File: config.mk
export PLATFORM = sky130hd
export DESIGN_NAME = pirq_route_regs
export DESIGN_NICKNAME = d
export VERILOG_FILES = /design/src/rtl/pirq_route_pkg.sv /design/src/rtl/rr_access_ctrl.sv /design/src/rtl/rr_route_store.sv /design/src/rtl/pirq_route_regs.sv
export SDC_FILE = /design/constraint.sdc
export NUM_CORES = 1
export LEC_CHECK = 0
export ABC_CLOCK_PERIOD_IN_PS = 7400
export BUFFER_PORTS_ARGS = -buffer_cell sky130_fd_sc_hd__buf_4
export CORE_MARGIN = 4
export CORE_UTILIZATION = 25
export CTS_BUF_LIST = sky130_fd_sc_hd__clkbuf_8
export CTS_CLUSTER_DIAMETER = 40
export DETAILED_ROUTE_END_ITERATION = 10
export PLACE_DENSITY_LB_ADDON = 0.05
export SETUP_SLACK_MARGIN = 0.1
export SYNTH_ARGS = -nofsm -noshare
export SYNTH_HDL_FRONTEND = slang
export SYNTH_SLANG_ARGS = --single-unit
File: constraint.sdc
create_clock -name clk -period 7.4 [get_ports clk]
set_input_delay 1.48 -clock clk [delete_from_list [all_inputs] [get_ports clk]]
set_output_delay 1.48 -clock clk [all_outputs]
set_load 0.01 [all_outputs]
File: src/rtl/pirq_route_pkg.sv
package pirq_route_pkg;

  localparam int LANES   = 4;   // byte lanes on the 32-bit data bus
  localparam int FIELD_W = 4;   // bits reserved per pin in a routing word
  localparam int SEL_W   = 3;   // bits of a field that select the PIRQ

  // strobes from access control to the storage datapath
  typedef struct packed {
    logic             wrStb;
    logic             rdStb;
    logic [LANES-1:0] laneEn;
  } accCtrl_t;

endpackage

File: src/rtl/rr_access_ctrl.sv
module rr_access_ctrl
  import pirq_route_pkg::*;
#(
  parameter int ADDR_W    = 8,
  parameter int WIN_BYTES = 16,
  localparam int OFF_W    = $clog2(WIN_BYTES)
) (
  input  logic              wrEn,
  input  logic              rdEn,
  input  logic [ADDR_W-1:0] addr,
  input  logic [2:0]        len,
  output accCtrl_t          ctrl,
  output logic [OFF_W-1:0]  baseOff
);

  localparam logic [OFF_W:0] WIN_L = (OFF_W+1)'(WIN_BYTES);

  logic [OFF_W:0] room;
  logic [2:0]     lenCap;
  logic [2:0]     effLen;
  logic           unusedAddrHi;

  assign unusedAddrHi = ^addr[ADDR_W-1:OFF_W];

  // window-relative offset: upper address bits are discarded
  assign baseOff = addr[OFF_W-1:0];
  assign room    = WIN_L - {1'b0, baseOff};

  always_comb begin
    lenCap = (len > 3'd4) ? 3'd4 : len;
    // shorten when the access reaches the window end
    if ({{(OFF_W-2){1'b0}}, lenCap} >= room) effLen = room[2:0];
    else                                      effLen = lenCap;
  end

  always_comb begin
    ctrl.wrStb = wrEn;
    ctrl.rdStb = rdEn;
    for (int j = 0; j < LANES; j++) begin
      ctrl.laneEn[j] = (3'(j) < effLen);
    end
  end

endmodule

File: src/rtl/rr_route_store.sv
module rr_route_store
  import pirq_route_pkg::*;
#(
  parameter int          WIN_BYTES  = 16,
  parameter int          FIRST_SLOT = 25,
  parameter int          NUM_WORDS  = 7,
  parameter int          HARD_SLOT  = 30,
  parameter int          SLOT_W     = 5,
  parameter logic [15:0] DEF_WORD   = 16'h7654,
  localparam int OFF_W   = $clog2(WIN_BYTES),
  localparam int HARD_IX = HARD_SLOT - FIRST_SLOT
) (
  input  logic              clk,
  input  logic              rstN,
  input  accCtrl_t          ctrl,
  input  logic [OFF_W-1:0]  baseOff,
  input  logic [31:0]       wdata,
  input  logic [SLOT_W-1:0] lkSlot,
  input  logic [1:0]        lkPin,
  output logic [31:0]       rdata,
  output logic              rdValid,
  output logic              routeChg,
  output logic [2:0]        lkPirq
);

  logic [7:0]  cfgByte [WIN_BYTES];
  logic [15:0] wordArr [NUM_WORDS];
  logic [31:0] rdNext;
  logic [2:0]  lkNext;
  int          slotI;
  int          pinI;

  // ---------------- byte storage ----------------
  for (genvar b = 0; b < WIN_BYTES; b++) begin : gByte
    localparam bit IN_WORD = (b < 2*NUM_WORDS);
    localparam bit IS_HARD = IN_WORD && ((b / 2) == HARD_IX);
    localparam logic [7:0] RST_V =
      (IN_WORD && !IS_HARD) ? DEF_WORD[8*(b%2) +: 8] : 8'h00;

    if (IS_HARD) begin : gFixed
      assign cfgByte[b] = 8'h00;
    end else begin : gReg
      logic [7:0] q;
      logic       hit;
      logic [7:0] hitData;

      always_comb begin
        hit     = 1'b0;
        hitData = 8'h00;
        for (int j = 0; j < LANES; j++) begin
          if (ctrl.wrStb && ctrl.laneEn[j] &&
              (({1'b0, baseOff} + (OFF_W+1)'(j)) == (OFF_W+1)'(b))) begin
            hit     = 1'b1;
            hitData = wdata[8*j +: 8];
          end
        end
      end

      always_ff @(posedge clk) begin
        if (!rstN)    q <= RST_V;
        else if (hit) q <= hitData;
      end

      assign cfgByte[b] = q;
    end
  end

  for (genvar k = 0; k < NUM_WORDS; k++) begin : gWord
    assign wordArr[k] = {cfgByte[2*k+1], cfgByte[2*k]};
  end

  // ---------------- read path ----------------
  always_comb begin
    for (int j = 0; j < LANES; j++) begin
      rdNext[8*j +: 8] = ctrl.laneEn[j] ? cfgByte[baseOff + OFF_W'(j)] : 8'h00;
    end
  end

  always_ff @(posedge clk) begin
    if (!rstN) begin
      rdata    <= '0;
      rdValid  <= 1'b0;
      routeChg <= 1'b0;
    end else begin
      rdValid  <= ctrl.rdStb;
      routeChg <= ctrl.wrStb;
      if (ctrl.rdStb) rdata <= rdNext;
    end
  end

  // ---------------- routing lookup ----------------
  always_comb begin
    slotI  = int'(lkSlot);
    pinI   = int'(lkPin);
    lkNext = {1'b1, lkSlot[1:0] + lkPin};           // rotating default, E..H
    for (int k = 0; k < NUM_WORDS; k++) begin
      if (slotI == FIRST_SLOT + k) lkNext = wordArr[k][pinI*FIELD_W +: SEL_W];
    end
    if (slotI == HARD_SLOT) lkNext = {1'b1, lkPin}; // bridge slot, fixed E..H
  end

  always_ff @(posedge clk) begin
    if (!rstN) lkPirq <= 3'd0;
    else       lkPirq <= lkNext;
  end

endmodule

File: src/rtl/pirq_route_regs.sv
module pirq_route_regs
  import pirq_route_pkg::*;
#(
  parameter int          ADDR_W     = 8,
  parameter int          WIN_BYTES  = 16,
  parameter int          FIRST_SLOT = 25,
  parameter int          NUM_WORDS  = 7,
  parameter int          HARD_SLOT  = 30,
  parameter int          SLOT_W     = 5,
  parameter logic [15:0] DEF_WORD   = 16'h7654
) (
  input  logic              clk,
  input  logic              rstN,
  input  logic              wrEn,
  input  logic              rdEn,
  input  logic [ADDR_W-1:0] addr,
  input  logic [2:0]        len,
  input  logic [31:0]       wdata,
  output logic [31:0]       rdata,
  output logic              rdValid,
  output logic              routeChg,
  input  logic [SLOT_W-1:0] lkSlot,
  input  logic [1:0]        lkPin,
  output logic [2:0]        lkPirq
);

  localparam int OFF_W = $clog2(WIN_BYTES);

  accCtrl_t         ctrl;
  logic [OFF_W-1:0] baseOff;

  rr_access_ctrl #(
    .ADDR_W    (ADDR_W),
    .WIN_BYTES (WIN_BYTES)
  ) uCtrl (
    .wrEn    (wrEn),
    .rdEn    (rdEn),
    .addr    (addr),
    .len     (len),
    .ctrl    (ctrl),
    .baseOff (baseOff)
  );

  rr_route_store #(
    .WIN_BYTES  (WIN_BYTES),
    .FIRST_SLOT (FIRST_SLOT),
    .NUM_WORDS  (NUM_WORDS),
    .HARD_SLOT  (HARD_SLOT),
    .SLOT_W     (SLOT_W),
    .DEF_WORD   (DEF_WORD)
  ) uStore (
    .clk      (clk),
    .rstN     (rstN),
    .ctrl     (ctrl),
    .baseOff  (baseOff),
    .wdata    (wdata),
    .lkSlot   (lkSlot),
    .lkPin    (lkPin),
    .rdata    (rdata),
    .rdValid  (rdValid),
    .routeChg (routeChg),
    .lkPirq   (lkPirq)
  );

endmodule

==> out/results.ini <==
[status]
status=completed

[sta]
clock_skew_ps=21.34
worst_pin_slew_ps=1150
timing.setup.tns_ps=0
fmaxAchievable_ghz=0.1791
hold_viol=0
max-slew-margin-rel_pct=22.93
post-route-period-util_pct=75.43
period_minus_slack_ps=5582
setup_viol=0
slew_viol_final=0
rsz0062_at_grt=no

[route]
antenna_left=0
drc=0
routed_wl_um=79700
first_pass_iters=6
wl_per_cell_um=33.56
vias_per_cell=6.275
drtIter0Drc=1651
vias=14900

[grt]
use_met2_pct=41.27
track_usage_pct=26.51
antenna_found_initial=2
use_met1_pct=37.12
overflow=0
grt_max_degree=69
use_met3_pct=4.907
grt_pass1_wl_um=112200
grt_pass1_vias=14120
busiest_layer=met2

[final_layout]
antennaDiodeCount=0
nets=1736
final.fill_count=5874
design_area_um2=15330
multiInputGateArea_um2=9898
final_core_util_pct=28.38
layout-drive-gt1-share_pct=19.48
syn2layout_area_growth_pct=12.12
regArea_um2=2983

[setup_path]
crit_path_top_delay_cell=nor3_1
rr_endpoint=uStore.rdata[6]
critical-path-max-stage-delay_ps=710
crit_type=primary input to flop
cp-start-kind=primary input
r2r_start=uStore.gByte[7].gReg.q[6]
crit_path_end_kind=flop
r2r.worst_path.cells=3
rrSetupSlack_ps=5410
worstPathArrival_ps=6060
cp_common_cell=ha_1
critPathMaxFanout=24
path_cells=buf_6 > inv_1 > buf_4 > ha_1 > xnor2_4 > inv_2 > ha_1 > and2_1 > a2111oi_0 > a21o_1 > nor3_2 > nor3_1 > a221oi_1 > o31ai_1
cp.required_ps=7880

[logic_synthesis]
netlist_area_um2=13680
yosysUniqueCellTypes=87
seq_area_frac_synth_pct=21.81
synth-seq-cells=149
syn-num-nets=1751
synthArstFlopShare_pct=0
synth.top_cell.area_share_pct=21.81
synth_top_area_cell=dfxtp_1
synth_edf_count=0
synth_area_leaders=dfxtp_1 (22%), mux4_2 (13%), o21ai_0 (6.7%)
synth_cells=1684
synth_ff_type=dfxtp_1
postSynthAreaPerCell_um2=8.121
ys.warnings.count=0

[hold_path]
hold_end=uStore.rdata[4]
hold_class=flop to flop
hp-start=uStore.rdata[4]
worstHoldPathCells=2

[placed_design]
placed_cell_area_um2=14960
hpwl_um=60680
gp_congestion=0.9146
portBuffers=86

[clock_network]
cts-root-buf=clkbuf_8
cts.clk_slew.worst_paths_ps=90
cts_made_buffers=17
cts_sinks=149
clk_path_buf_depth=2
cts_resized=0
postCtsHoldBufs=0
cts_setup_buffers=0
clock_latency_ps=580
htreeDepth=4
cts_tree=yes

[power]
ir_worst_vdd_uv=128.3
leakage_nw=5.394
power.density_nw_per_um2=159.0
power_mw=2.437

[floorplanning]
die_w_um=241.9
core_um2=54030
die_h_um=241.9
dieArea_um2=58510
initial_core_util_pct=25.31
io_pins=91
fp-row-count=85

[flow_run]
maxCapViolCount=0

-- registers in the layout, summed over array words and instances, names as in the netlist --
name	flops
uStore.gByte.gReg.q	112
uStore.rdata	32
uStore.routeChg	1
uStore.rdValid	1
uStore.lkPirq	3
-- report_power, final --
group	internal, mW	switching (mW)
combinational	0.286	0.505
sequential	0.857	0.104
clock	0.309	0.377
-- Yosys cell counts, types with 47 or more instances --
master,n
mux2i_1,63
nand2_1,168
a21oi_1,131
mux4_2,77
a221oi_1,48
o21ai_0,183
nor2_1,64
dfxtp_1,149
a31oi_1,47
clkbuf_1,124
nand3_1,56
-- through the flow --
stage,std cells,setup WS (ps),hold slack [ps]
after floorplan,1684,1342,449.8
after global placement,2346,1221,443.2
after detailed placement,2346,1177,449.0
after CTS,2375,1799,465.9
after global routing,2375,1465,490.9
final,2375,1818,462.9
-- worst max-delay path, delay by kind of cell --
family,cells,cell delay [ps]
AND/OR/NAND/NOR,3,1160
adder cells (fa/ha/maj),2,680
buffers and inverters,4,950
XOR/XNOR,1,90
AO/OA/AOI/OAI,4,1680
-- cell families after synthesis --
kind of cell / after synthesis / share of synthesized area [%]
AOI/OAI and AO/OA: 645 / 31.64
xor gates and xnor gates: 11 / 0.8967
buffers and inverters: 215 / 6.414
DFF: 149 / 21.81
muxes: 163 / 19.30
adders and majority gates: 13 / 1.189
and+or+nand+nor: 488 / 18.76
-- cell usage in the layout (no fill, tap or decap), drive strengths merged, types with 13 or more instances in the layout --
cell type / count
a221o: 14
mux2i: 63
a21o: 16
mux4: 78
dfxtp: 149
nor3: 45
a221oi: 48
a211oi: 17
ha: 13
clkbuf: 19
nand3: 57
o21ai: 191
a32oi: 13
nor4: 15
and3: 36
o221ai: 25
o22ai: 13
mux2: 22
inv: 42
nand2: 170
nor2: 65
or3: 19
buf: 140
nand4: 16
a21oi: 131
and2: 15
o2111ai: 14
a31oi: 47
-- metal layers --
metal / routed length [µm] / share of wire, % / vias to the layer above
li1: - / - / 6596
met1: 36170 / 45 / 7546
met2: 35540 / 45 / 668
met3: 5738 / 7.2 / 92
met4: 2258 / 2.8 / 0
met5: 0 / 0 / -
-- worst max-delay path by stage --
stage / from / end / slack, ps / depth (start not counted)
6_report: addr[0] / uStore.gByte[13].gReg.q[2] / 1820 / 14
5_1_grt: addr[0] / uStore.gByte[13].gReg.q[2] / 1460 / 14
4_1_cts: addr[0] / uStore.gByte[13].gReg.q[2] / 1800 / 14
3_5_place_dp: addr[0] / uStore.gByte[13].gReg.q[2] / 1180 / 14
3_3_place_gp: addr[0] / uStore.gByte[13].gReg.q[6] / 1220 / 14
2_1_floorplan: addr[0] / uStore.gByte[9].gReg.q[2] / 1340 / 19
-- cell type report --
cell class / count / area share (%)
tap: 696 / 5.679
sequential: 149 / 19.45
inverter: 41 / 1.004
clock inverter: 10 / 0.7262
timing repair buffer: 140 / 6.879
clock buffer: 19 / 1.705
multi-input combinational: 1320 / 64.55
No activity file was read; power rests on OpenSTA's default activity.
